### src/rtl/hsl_pkg.sv
package hsl_pkg;
  typedef enum logic [1:0] {
    ST_OFF      = 2'd0,
    ST_WAIT_END = 2'd1,
    ST_WAIT_OUT = 2'd2,
    ST_LINKED   = 2'd3
  } link_st_e;
endpackage

### src/rtl/hsl_rst_sync.sv
module hsl_rst_sync #(
  parameter int STAGES = 2
) (
  input  logic clk,
  input  logic rst_n,
  output logic rst_n_s
);
  logic [STAGES-1:0] chain_q;

  always_ff @(posedge clk or negedge rst_n) begin
    if (!rst_n) chain_q <= '0;
    else        chain_q <= {chain_q[STAGES-2:0], 1'b1};
  end

  assign rst_n_s = chain_q[STAGES-1];
endmodule

### src/rtl/hsl_sync.sv
module hsl_sync #(
  parameter int W      = 4,
  parameter int STAGES = 2
) (
  input  logic         clk,
  input  logic         rst_n,
  input  logic [W-1:0] d,
  output logic [W-1:0] q
);
  for (genvar b = 0; b < W; b++) begin : g_bit
    logic [STAGES-1:0] sh_q;
    // lines idle high, so the chain resets to 1
    always_ff @(posedge clk or negedge rst_n) begin
      if (!rst_n) sh_q <= '1;
      else        sh_q <= {sh_q[STAGES-2:0], d[b]};
    end
    assign q[b] = sh_q[STAGES-1];
  end
endmodule

### src/rtl/hsl_qual.sv
module hsl_qual #(
  parameter int IDLE_CYC = 10000
) (
  input  logic clk,
  input  logic rst_n,
  input  logic arm,
  input  logic sda,
  input  logic scl,
  output logic end_hit
);
  localparam int CW = (IDLE_CYC > 2) ? $clog2(IDLE_CYC) : 1;
  localparam logic [CW-1:0] LAST = CW'(IDLE_CYC - 1);

  logic          sda_prev_q;
  logic [CW-1:0] cnt_q, cnt_d;
  logic          cnt_en;
  logic          both_hi, stop_hit, idle_hit;

  assign both_hi  = sda & scl;
  assign stop_hit = arm & scl & sda & ~sda_prev_q;
  assign idle_hit = arm & both_hi & (cnt_q == LAST);
  assign end_hit  = stop_hit | idle_hit;

  always_comb begin
    cnt_en = 1'b0;
    cnt_d  = cnt_q;
    if (!(arm && both_hi)) begin
      cnt_en = 1'b1;
      cnt_d  = '0;
    end else if (cnt_q != LAST) begin
      cnt_en = 1'b1;
      cnt_d  = cnt_q + 1'b1;
    end
  end

  always_ff @(posedge clk or negedge rst_n) begin
    if (!rst_n) begin
      sda_prev_q <= 1'b1;
      cnt_q      <= '0;
    end else begin
      sda_prev_q <= sda;
      if (cnt_en) cnt_q <= cnt_d;
    end
  end


  cnt_range_chk: assert property (@(posedge clk) disable iff (!rst_n)
    cnt_q <= LAST);


  idle_needs_high_chk: assert property (@(posedge clk) disable iff (!rst_n)
    (cnt_q != '0) |-> $past(arm && both_hi));
endmodule

### src/rtl/hsl_fsm.sv
module hsl_fsm
  import hsl_pkg::*;
(
  input  logic clk,
  input  logic rst_n,
  input  logic supply_ok,
  input  logic disc_req,
  input  logic end_hit,
  input  logic out_hi,
  output logic arm,
  output logic linked
);
  link_st_e st_q, st_d;
  logic     go;

  assign go = supply_ok & ~disc_req;

  always_comb begin
    st_d = st_q;
    if (!go) begin
      st_d = ST_OFF;
    end else begin
      unique case (st_q)
        ST_OFF:      st_d = ST_WAIT_END;
        ST_WAIT_END: if (end_hit) st_d = ST_WAIT_OUT;
        ST_WAIT_OUT: if (out_hi)  st_d = ST_LINKED;
        ST_LINKED:   st_d = ST_LINKED;
        default:     st_d = ST_OFF;
      endcase
    end
  end

  always_ff @(posedge clk or negedge rst_n) begin
    if (!rst_n) st_q <= ST_OFF;
    else        st_q <= st_d;
  end

  assign arm    = (st_q == ST_WAIT_END);
  assign linked = (st_q == ST_LINKED);


  link_entry_chk: assert property (@(posedge clk) disable iff (!rst_n)
    (st_q == ST_LINKED && $past(st_q) != ST_LINKED) |->
      $past(st_q == ST_WAIT_OUT && out_hi));


  wait_out_entry_chk: assert property (@(posedge clk) disable iff (!rst_n)
    (st_q == ST_WAIT_OUT && $past(st_q) != ST_WAIT_OUT) |->
      $past(st_q == ST_WAIT_END && end_hit));
endmodule

### src/rtl/hsl_wand.sv
module hsl_wand (
  input  logic en,
  input  logic bp_sda,
  input  logic bp_scl,
  input  logic cd_sda,
  input  logic cd_scl,
  output logic bp_sda_pull,
  output logic bp_scl_pull,
  output logic cd_sda_pull,
  output logic cd_scl_pull
);
  // each side is driven only by what the opposite side shows
  assign cd_sda_pull = en & ~bp_sda;
  assign cd_scl_pull = en & ~bp_scl;
  assign bp_sda_pull = en & ~cd_sda;
  assign bp_scl_pull = en & ~cd_scl;
endmodule

### src/rtl/hotswap_link_ctrl.sv
module hotswap_link_ctrl #(
  parameter int CLK_MHZ  = 200,
  parameter int IDLE_US  = 50,
  parameter int IDLE_CYC = CLK_MHZ * IDLE_US,
  parameter int SYNC_STG = 2
) (
  input  logic clk,
  input  logic rst_n,
  input  logic supply_ok,
  input  logic disc_req,
  input  logic bp_sda_i,
  input  logic bp_scl_i,
  input  logic cd_sda_i,
  input  logic cd_scl_i,
  output logic bp_sda_pull,
  output logic bp_scl_pull,
  output logic cd_sda_pull,
  output logic cd_scl_pull,
  output logic link_en,
  output logic ready
);
  localparam int NLINE = 4;

  logic             rst_n_s;
  logic [NLINE-1:0] raw, syn;
  logic             arm, linked, end_hit, out_hi;

  hsl_rst_sync #(.STAGES(2)) u_rst (
    .clk(clk), .rst_n(rst_n), .rst_n_s(rst_n_s)
  );

  assign raw = {bp_sda_i, bp_scl_i, cd_sda_i, cd_scl_i};

  hsl_sync #(.W(NLINE), .STAGES(SYNC_STG)) u_sync (
    .clk(clk), .rst_n(rst_n_s), .d(raw), .q(syn)
  );

  hsl_qual #(.IDLE_CYC(IDLE_CYC)) u_qual (
    .clk(clk), .rst_n(rst_n_s), .arm(arm),
    .sda(syn[3]), .scl(syn[2]), .end_hit(end_hit)
  );

  assign out_hi = syn[1] & syn[0];

  hsl_fsm u_fsm (
    .clk(clk), .rst_n(rst_n_s), .supply_ok(supply_ok), .disc_req(disc_req),
    .end_hit(end_hit), .out_hi(out_hi), .arm(arm), .linked(linked)
  );

  // immediate drop on disconnect request or supply loss
  assign link_en = linked & supply_ok & ~disc_req;
  assign ready   = link_en;

  hsl_wand u_wand (
    .en(link_en),
    .bp_sda(syn[3]), .bp_scl(syn[2]), .cd_sda(syn[1]), .cd_scl(syn[0]),
    .bp_sda_pull(bp_sda_pull), .bp_scl_pull(bp_scl_pull),
    .cd_sda_pull(cd_sda_pull), .cd_scl_pull(cd_scl_pull)
  );


  idle_pulls_chk: assert property (@(posedge clk) disable iff (!rst_n_s)
    !link_en |-> !(bp_sda_pull | bp_scl_pull | cd_sda_pull | cd_scl_pull));


  drop_chk: assert property (@(posedge clk) disable iff (!rst_n_s)
    (disc_req || !supply_ok) |-> !ready);


  rise_chk: assert property (@(posedge clk) disable iff (!rst_n_s)
    $rose(ready) |-> $past(linked == 1'b0) || !$past(supply_ok) || $past(disc_req));
endmodule

### config.mk
export PLATFORM = sky130hd
export DESIGN_NAME = hotswap_link_ctrl
export DESIGN_NICKNAME = d
export VERILOG_FILES = /design/src/rtl/hsl_pkg.sv /design/src/rtl/hsl_rst_sync.sv /design/src/rtl/hsl_sync.sv /design/src/rtl/hsl_qual.sv /design/src/rtl/hsl_fsm.sv /design/src/rtl/hsl_wand.sv /design/src/rtl/hotswap_link_ctrl.sv
export SDC_FILE = /design/constraint.sdc
export NUM_CORES = 1
export LEC_CHECK = 0
export BUFFER_PORTS_ARGS = -buffer_cell sky130_fd_sc_hd__buf_2
export CAP_MARGIN = 20
export CELL_PAD_IN_SITES_DETAIL_PLACEMENT = 1
export CELL_PAD_IN_SITES_GLOBAL_PLACEMENT = 1
export CORE_ASPECT_RATIO = 0.6
export CORE_MARGIN = 4
export CORE_UTILIZATION = 39
export CTS_CLUSTER_SIZE = 28
export DETAILED_ROUTE_END_ITERATION = 16
export PLACE_DENSITY_LB_ADDON = 0.15
export SKIP_CTS_REPAIR_TIMING = 1
export SYNTH_ARGS = -nofsm -noshare
export SYNTH_HDL_FRONTEND = slang
export SYNTH_HIERARCHICAL = 1
export SYNTH_SLANG_ARGS = --single-unit
export TNS_END_PERCENT = 1
### constraint.sdc
create_clock -name clk -period 1.6 [get_ports clk]
set_clock_uncertainty 0.2 [all_clocks]
set_input_delay 0.16 -clock clk [delete_from_list [all_inputs] [get_ports clk]]
set_output_delay 0.16 -clock clk [all_outputs]
set_load 0.005 [all_outputs]
======== Word-level counts from Yosys, hierarchy flattened ========
Index checks and enable logic that the tools add are counted.
Widths: inputs -> output; s select.
operators by class
  $add $sub $neg .......................... 1
  multipliers ............................. 0
  divide/modulo/power cells ............... 0
  magnitude comparators ................... 0
  eq/ne operators ......................... 8
  shifts and indexed selects .............. 0
  muxes and demuxes ....................... 8
  bitwise gates (word level) .............. 21
  reduce and logical (&&, ||, !) cells .... 4
operator list
  operator               count
  $mux 14                2
  $add 14x1->14 const B  1
  $and 1x1->1            14
  $eq 14x14->1 const B   1
  $ne 14x14->1 const B   1
  $pmux 2 s4             1
  $mux 2                 3
  $ne 3x3->1 const B     2
  $not 1->1              6
  $eq 2x2->1 const B     2
  $reduce_and 2->1       2
  $eq 2x1->1 const B     1
  $logic_not 2->1        1
  $mux 1                 2
  $ne 2x2->1 const B     1
  $logic_and 1x1->1      1
  $or 1x1->1             1
storage, ports and cells
  bits in registers ....................... 27
  bits in latches ......................... 0
  RAM bits ................................ 0
  ROM bits ................................ 0
  bits of input ports ..................... 8
  output and inout port bits .............. 6
  word-level logic and storage cells ...... 50
  memories kept ........................... 0

======== Depth between registers and ports, before layout ========
Gate-level depths: netlist of run 1.
  word-level depth ........................ 8
  gate-level depth with buffers ........... 7
  mapped depth without buffers ............ 6

======== By module ========
Netlist of run 1, hierarchy kept.
by module, submodules not included
  module             instances  cells an instance  area each (µm²)  seq. area each (µm²)
  hsl_qual           1          78                 799.5            376.6
  hsl_sync           1          12                 240.2            210.2
  hsl_fsm            1          9                  103.8            50.0
  hsl_rst_sync       1          3                  53.8             50.0
  hsl_wand           1          4                  35.0             0.0
  hotswap_link_ctrl  1          3                  22.5             0.0

======== Least setup slack after synthesis of run 1 ========
Ideal clock, no wire load.
  path type ............................... reg2reg
  from .................................... reg u_qual.cnt_q[6]
  to ...................................... reg u_fsm.st_q[1]
  setup time .............................. 68 ps
  arrival ................................. 1938 ps
  data required time ...................... 1332 ps
  setup slack ............................. -606 ps
  stages on the path, launching flop included .. 7
  path buffers ............................ 1
  period minus slack after synthesis ...... 2206 ps
  path through ............................ dfrtp_1 or4_4 or4_4 buf_6 a21oi_1 a21o_1 nor2b_4
between the ends
  longest elaborated chain between the ends .. 5
RTL lines
  what                        RTL line                 RTL
  start, declared             hsl_qual.sv:15           logic [CW-1:0] cnt_q, cnt_d;
  start signal, assigned      hsl_qual.sv:42           if (cnt_en) cnt_q <= cnt_d;
  $eq 14x14->1                hsl_qual.sv:21           assign idle_hit = arm & both_hi & (cnt_q == LAST);
  $and 1x1->1                 hsl_qual.sv:21
  $or 1x1->1                  hsl_qual.sv:22           assign end_hit = stop_hit | idle_hit;
  named net end_hit           hotswap_link_ctrl.sv:26  logic arm, linked, end_hit, out_hi;
  $ne 3x3->1 (no line)        n/a
  $reduce_and 2->1 (no line)  n/a
  end signal, assigned        hsl_fsm.sv:35            else st_q <= st_d;
  end, declared               hsl_fsm.sv:13            link_st_e st_q, st_d;
The timed path passes the listed nets, and every way through them passes these cells.
A chain may end at the register's enable or synchronous reset.

======== Worst setup path after layout of run 1 ========
Same ends and word-level chain as after synthesis.

==> impl_metrics.toml, run 1 <==
[final_layout]
fillers = 347
num-nets-final = 156
mostFrequentLayoutCells = "19 x buf_4, 18 x dfrtp_1, 13 x buf_2"
drive_gt1_share_pct = 47.59
final_area_sq_um = 1640
multi_input_comb_area_sq_um = 541.8
regArea_sq_um = 686.9
final_common_cell = "buf_4"
syn2layout_area_growth_pct = 30.71
antenna_cells = 0
fin_cells = 187

[detailed_routing]
drtIter0Drc = 53
ant_nets = 0
drc = 0
wire_per_inst_um = 15.22
via_count = 889
wirelength_mm = 2.847
first_pass_iters = 4
via_per_inst = 4.754

[global_routing]
use_met1_pct = 21.96
grt_antenna_before_repair = 0
track_usage_pct = 14.29
grt_overflow = 0
grt_use_met3_pct = 4.671
grt_pass1_wl_mm = 4.436
grt_start_max_net_pins = 18
grt_pass1_vias = 875
gr-max-usage-layer = "met1"
use_met2_pct = 19.21

[floorplan]
num_rows = 15
die_h_um = 51.94
chipWidth_um = 81.23
ios = 14
start_util_pct = 42.32
coreArea_sq_um = 2965
die_area_sq_um = 4219

[sta]
fin_crit_sh_pct = 129.6
slew_viol_final = 0
rsz0062_at_grt = "yes"
clock.fmax_mhz = 482.4
setup_ws_ps = -472.9
fin_crit_ps = 2073
hold_viol_final = 0
finalSetupViolCount = 14
finalSetupTns_ps = -3231

[power]
power.density_nw_per_um2 = 721.5
ir_drop_mv = 0.4758
p_switching_mw = 0.2628
intPower_mw = 0.9206
p_seq_share_pct = 60.8
pwr-share-clk_pct = 34.6
leakage_nw = 0.7211
swShare_pct = 22.21
p_comb_share_pct = 4.6

[clocking]
cts-root-buf = "clkbuf_8"
tritoncts = "built"
cts_made_buffers = 3
clk_pin_slew_ps = 100
htreeDepth = 1
clkLatencyLatePin_ps = 270
cts.path.max_buffers = 2
cts_sinks = 27

[placement]
dp_hpwl_mm = 2.117
dpl_cell_area_sq_um = 1478
place_congestion = 0.8217
dp.cells = 176
io_buffers = 13

[worst_setup_path]
critPathKind = "flop to flop"
path_max_fanout = 6
end_kind = "flop"
worstPathArrival_ps = 2090
cp-start-kind = "flop"
r2r_setup_slack_ps = -470
critPathRequiredTime_ps = 1620

[outcome]
violations = "negative setup slack"
status = "complete, but fails checks"

[yosys]
yosysTopAreaCellShare_pct = 35.89
synth.area.top_cells = "dfrtp_1 36%, dfstp_2 19%, xnor2_1 4.9%"
yosysUniqueCellTypes = 39
syn_area_sq_um = 1255
yosysWarnings = 6
yosysTopAreaCell = "dfrtp_1"
mappedNetlistNets = 119
syn_area_per_cell_sq_um = 11.51
netlist_instances = 109
ys_seq_area_share_pct = 54.74
ys_ff_latch = 27

[job]
cap_violations = 0

[worst_hold_path]
hold_class = "input port to flop"
final cells by class:
| cell class | instances | area share (%) |
|---|---|---|
| clock buffer | 3 | 2.517 |
| clock inverter | 1 | 0.5339 |
| inverter | 3 | 0.6865 |
| multi-input combinational | 71 | 33.03 |
| sequential | 27 | 41.88 |
| tap | 42 | 3.204 |
| timing repair buffer | 40 | 18.15 |
registers in the layout (all words and copies together) (netlist names):
register / cells
u_rst/chain_q: 2
u_qual/sda_prev_q: 1
u_qual/cnt_q: 14
u_sync/g_bit.sh_q: 8
u_fsm/st_q: 2
metal layers:
metal  vias to the layer above  routed length (um)
met5                         -                   0
met4                         0                  12
met3                         2                  62
met2                         8                1251
met1                       441                1520
li1                        438                   -
worst paths after layout:
| path | start | endpoint | cells after the start |
|---|---|---|---|
| min reg2reg | u_sync/g_bit[3].sh_q[0]$_DFF_PN1_ | u_sync/g_bit[3].sh_q[1]$_DFF_PN1_ | 0 |
| max reg2reg | u_qual/cnt_q[6]$_DFFE_PN0P_ | u_fsm/st_q[1]$_DFFE_PN0P_ | 5 |
| max | u_qual/cnt_q[6]$_DFFE_PN0P_ | u_fsm/st_q[1]$_DFFE_PN0P_ | 5 |
| max in group asynchronous | rst_n | u_rst/chain_q[0]$_DFF_PN0_ | 3 |
| min in group asynchronous | u_rst/chain_q[1]$_DFF_PN0_ | u_sync/g_bit[2].sh_q[0]$_DFF_PN1_ | 0 |
| min | disc_req | u_fsm/st_q[1]$_DFFE_PN0P_ | 3 |
cell usage after synthesis (all sizes together):
cell type  instances
ha                 2
xnor2              7
or3b               1
o21bai             1
a41o               1
mux2i              1
a21o               1
and3b              1
nand3b             1
a311o              1
buf                7
inv                3
clkbuf             1
and3               1
xor2               1
nand3              5
a21oi              6
nand2b             1
nor4               1
dfstp              9
or3                2
nand2              3
and2               2
nor2b              1
a31oi              1
dfrtp             18
nor2              10
and4               2
o21ai              3
conb               1
nand4              3
or4                2
nor3               4
and2b              5
power groups by stage:
stage                     Clock [mW]  Combinational (mW)  Sequential [mW]
after floorplan                    0              0.0188            0.733
after CTS                      0.427              0.0415            0.720
after global placement             0              0.0398            0.731
after global routing           0.457              0.0613            0.722
after detailed placement           0              0.0413            0.732
final                          0.410              0.0544            0.719
cell families after synthesis:
family                     share of synthesized area (%)
and+or+nand+nor                                    23.43
DFF                                                54.74
AOI/OAI and AO/OA                                  7.179
buffers and inverters                              5.982
xor gates and xnor gates                           5.583
adders and majority gates                          1.994
other                                             0.2988
muxes                                             0.7976
stage by stage:
stage	power, mW	hold WS (ps)	util (%)	setup slack, ps
5_1_grt	1.240	15.77	55.32	-546.8
6_report	1.183	7.820	55.32	-472.9
2_1_floorplan	0.7519	-335.6	-	-493.0
4_1_cts	1.188	-562.3	51.52	-479.8
3_5_place_dp	0.7734	-252.5	49.83	-451.9
3_3_place_gp	0.7709	-255.2	49.83	-433.1
worst max-delay path, stage by stage (launching register included):
cell     delay, ps
dfrtp_1        390
or4_4          530
or4_4          500
a21oi_2        140
a21o_1         130
nor2b_4        120
(Power assumes the default switching activity.)
==> run 2: changes to the inputs <==
--- a/config.mk
+++ b/config.mk
@@ -16,6 +16,7 @@
 export DETAILED_ROUTE_END_ITERATION = 16
 export PLACE_DENSITY_LB_ADDON = 0.15
 export SKIP_CTS_REPAIR_TIMING = 1
+export SLEW_MARGIN = 10
 export SYNTH_ARGS = -nofsm -noshare
 export SYNTH_HDL_FRONTEND = slang
 export SYNTH_HIERARCHICAL = 1
==> constraint.sdc (replaced) <==
create_clock -name clk -period 1.85 [get_ports clk]
set_clock_uncertainty 0.2 [all_clocks]
set_input_delay 0.185 -clock clk [delete_from_list [all_inputs] [get_ports clk]]
set_output_delay 0.185 -clock clk [all_outputs]
set_load 0.005 [all_outputs]
==> run 2 against run 1 <==
Net effect: combinational power decreased by 27%; highest routed layer unchanged; the flow still finishes with violations (negative setup slack); core utilization decreased by 3.5 points; flip-flop and latch count unchanged; non-clock buffer count decreased by 6; largest power group unchanged.
==> impl_metrics.toml, run 2 (same netlist as run 1, synthesis figures left out) <==
[floorplan]
die_area_sq_um = 4219
num_rows = 15
chipWidth_um = 81.23
start_util_pct = 42.32
die_h_um = 51.94
coreArea_sq_um = 2965
ios = 14

[placement]
dp.cells = 172
dp_slack_ps = -213.4
place_congestion = 0.7824
io_buffers = 13
dp_hpwl_mm = 2.100

[worst_setup_path]
ff2ff_path_depth = 5
max_stage_delay_ps = 530
r2r_setup_slack_ps = -230
critPathKind = "flop to flop"
r2r_start = "u_qual/cnt_q[6]$_DFFE_PN0P_"
cp_top_family = "simple AND/OR/NAND/NOR gates"
timing.rr.end = "u_fsm/st_q[1]$_DFFE_PN0P_"
end_kind = "flop"
cp_common_cell = "or4_4"
worstPathArrival_ps = 2090
crit_chain = "or4_4 > or4_4 > a21oi_2 > a21o_1 > nor2b_4"
slowest_stage = "or4_4"
cp-start-kind = "flop"
path_max_fanout = 6
critPathRequiredTime_ps = 1870
crit_buf_inv = 0

[detailed_routing]
ant_nets = 0
via_per_inst = 4.917
first_pass_iters = 4
drtIter0Drc = 35
drc = 0
via_count = 890
wirelength_mm = 2.776
wire_per_inst_um = 15.34

[final_layout]
num-nets-final = 150
mostFrequentLayoutCells = "18 x dfrtp_1, 16 x buf_4, 13 x buf_2"
regArea_sq_um = 686.9
largest_reg_flops = 14
antenna_cells = 0
final_common_cell = "dfrtp_1"
regMostFlops = "u_qual/cnt_q"
fillers = 341
drive_gt1_share_pct = 41.01
multi_input_comb_area_sq_um = 500.5
reg_top3 = "u_qual/cnt_q x14, u_sync/g_bit.sh_q x8"
fin_cells = 181
syn2layout_area_growth_pct = 22.33

[sta]
fin_crit_sh_pct = 112.3
slew_viol_final = 0
hold_ws_ps = 6.828
hold_viol_final = 0
fin_crit_ps = 2077
setup_ws_ps = -226.9
clock.fmax_mhz = 481.5
finalSetupViolCount = 6
rsz0062_at_grt = "yes"

[power]
pwr-share-clk_pct = 34.1
swShare_pct = 21.79
p_seq_share_pct = 61.9
leakage_nw = 0.6904
ir_drop_mv = 0.4531
power.density_nw_per_um2 = 653.5
p_comb_share_pct = 4.0
p_switching_mw = 0.2186
intPower_mw = 0.7847

[outcome]
status = "complete, but fails checks"
violations = "negative setup slack"

[clocking]
clk_pin_slew_ps = 90
cts-root-buf = "clkbuf_8"
htreeDepth = 1
cts_made_buffers = 3
cts.path.max_buffers = 2
clkLatencyLatePin_ps = 270
tritoncts = "built"
cts_sinks = 27

[global_routing]
grt_overflow = 0
grt_pass1_wl_mm = 4.678
gr-max-usage-layer = "met2"
grt_pass1_vias = 922
grt_use_met3_pct = 4.671
grt_start_max_net_pins = 18
track_usage_pct = 14.95
use_met2_pct = 22.75
use_met1_pct = 21.41
grt_antenna_before_repair = 0

[worst_hold_path]
hold_class = "input port to asynchronous set/reset pin"

[job]
cap_violations = 0
-- run 2: changes by cell type in the layout (fill, tap and decap cells not counted), sizes merged --
cell	before	now
inv	4	3
buf	33	29
dlygate4sd3	7	5
clkinvlp	0	1
-- run 2: worst max path at each step --
stage          slack, ps                         to                         start  depth (start not counted)
6_report            -230  u_fsm/st_q[1]$_DFFE_PN0P_   u_qual/cnt_q[6]$_DFFE_PN0P_                          5
3_3_place_gp        -190  u_fsm/st_q[1]$_DFFE_PN0P_   u_qual/cnt_q[6]$_DFFE_PN0P_                          5
2_1_floorplan       -240  u_fsm/st_q[1]$_DFFE_PN0P_   u_qual/cnt_q[6]$_DFFE_PN0P_                          6
5_1_grt             -300  u_fsm/st_q[1]$_DFFE_PN0P_  u_qual/cnt_q[11]$_DFFE_PN0P_                          5
3_5_place_dp        -210  u_fsm/st_q[0]$_DFFE_PN0P_   u_qual/cnt_q[6]$_DFFE_PN0P_                          5
4_1_cts             -240  u_fsm/st_q[1]$_DFFE_PN0P_   u_qual/cnt_q[6]$_DFFE_PN0P_                          5
-- run 2: final cells by class --
class | instances | share of cell area, %
Clock inverter | 1 | 0.4890
Clock buffer | 3 | 2.689
Timing Repair Buffer | 34 | 15.32
Inverter | 3 | 0.7335
Multi-Input combinational cell | 71 | 32.60
Sequential cell | 27 | 44.74
Tap cell | 42 | 3.423
-- run 2: stage by stage --
step / power, mW / TNS, ps / instance area (sq um) / util [%]
6_report: 1.003 / -854.2 / 1535 / 51.77
3_5_place_dp: 0.6654 / -774.5 / 1435 / 48.40
2_1_floorplan: 0.6503 / -999.1 / 1261 / -
4_1_cts: 1.010 / -907.9 / 1484 / 50.04
3_3_place_gp: 0.6627 / -630.2 / 1435 / 48.40
5_1_grt: 1.050 / -1413 / 1535 / 51.77
-- run 2: per-layer routing --
layer,part of all wire (%),up-vias
met4,0.22,0
met2,45,12
met3,2.7,2
met1,52,446
met5,0,-
li1,-,430
-- run 2: power by group through the flow --
stage          logic, mW  clock network, mW  registers, mW
2_1_floorplan     0.0162                  0          0.634
3_3_place_gp      0.0310                  0          0.632
3_5_place_dp      0.0324                  0          0.633
4_1_cts           0.0324              0.355          0.622
5_1_grt           0.0452              0.380          0.625
6_report          0.0397              0.342          0.622
-- run 2: worst register-to-register path: stages (launching register included) --
cell and delay (ps):
dfrtp_1 390, or4_4 530, or4_4 490, a21oi_2 140, a21o_1 140, nor2b_4 120
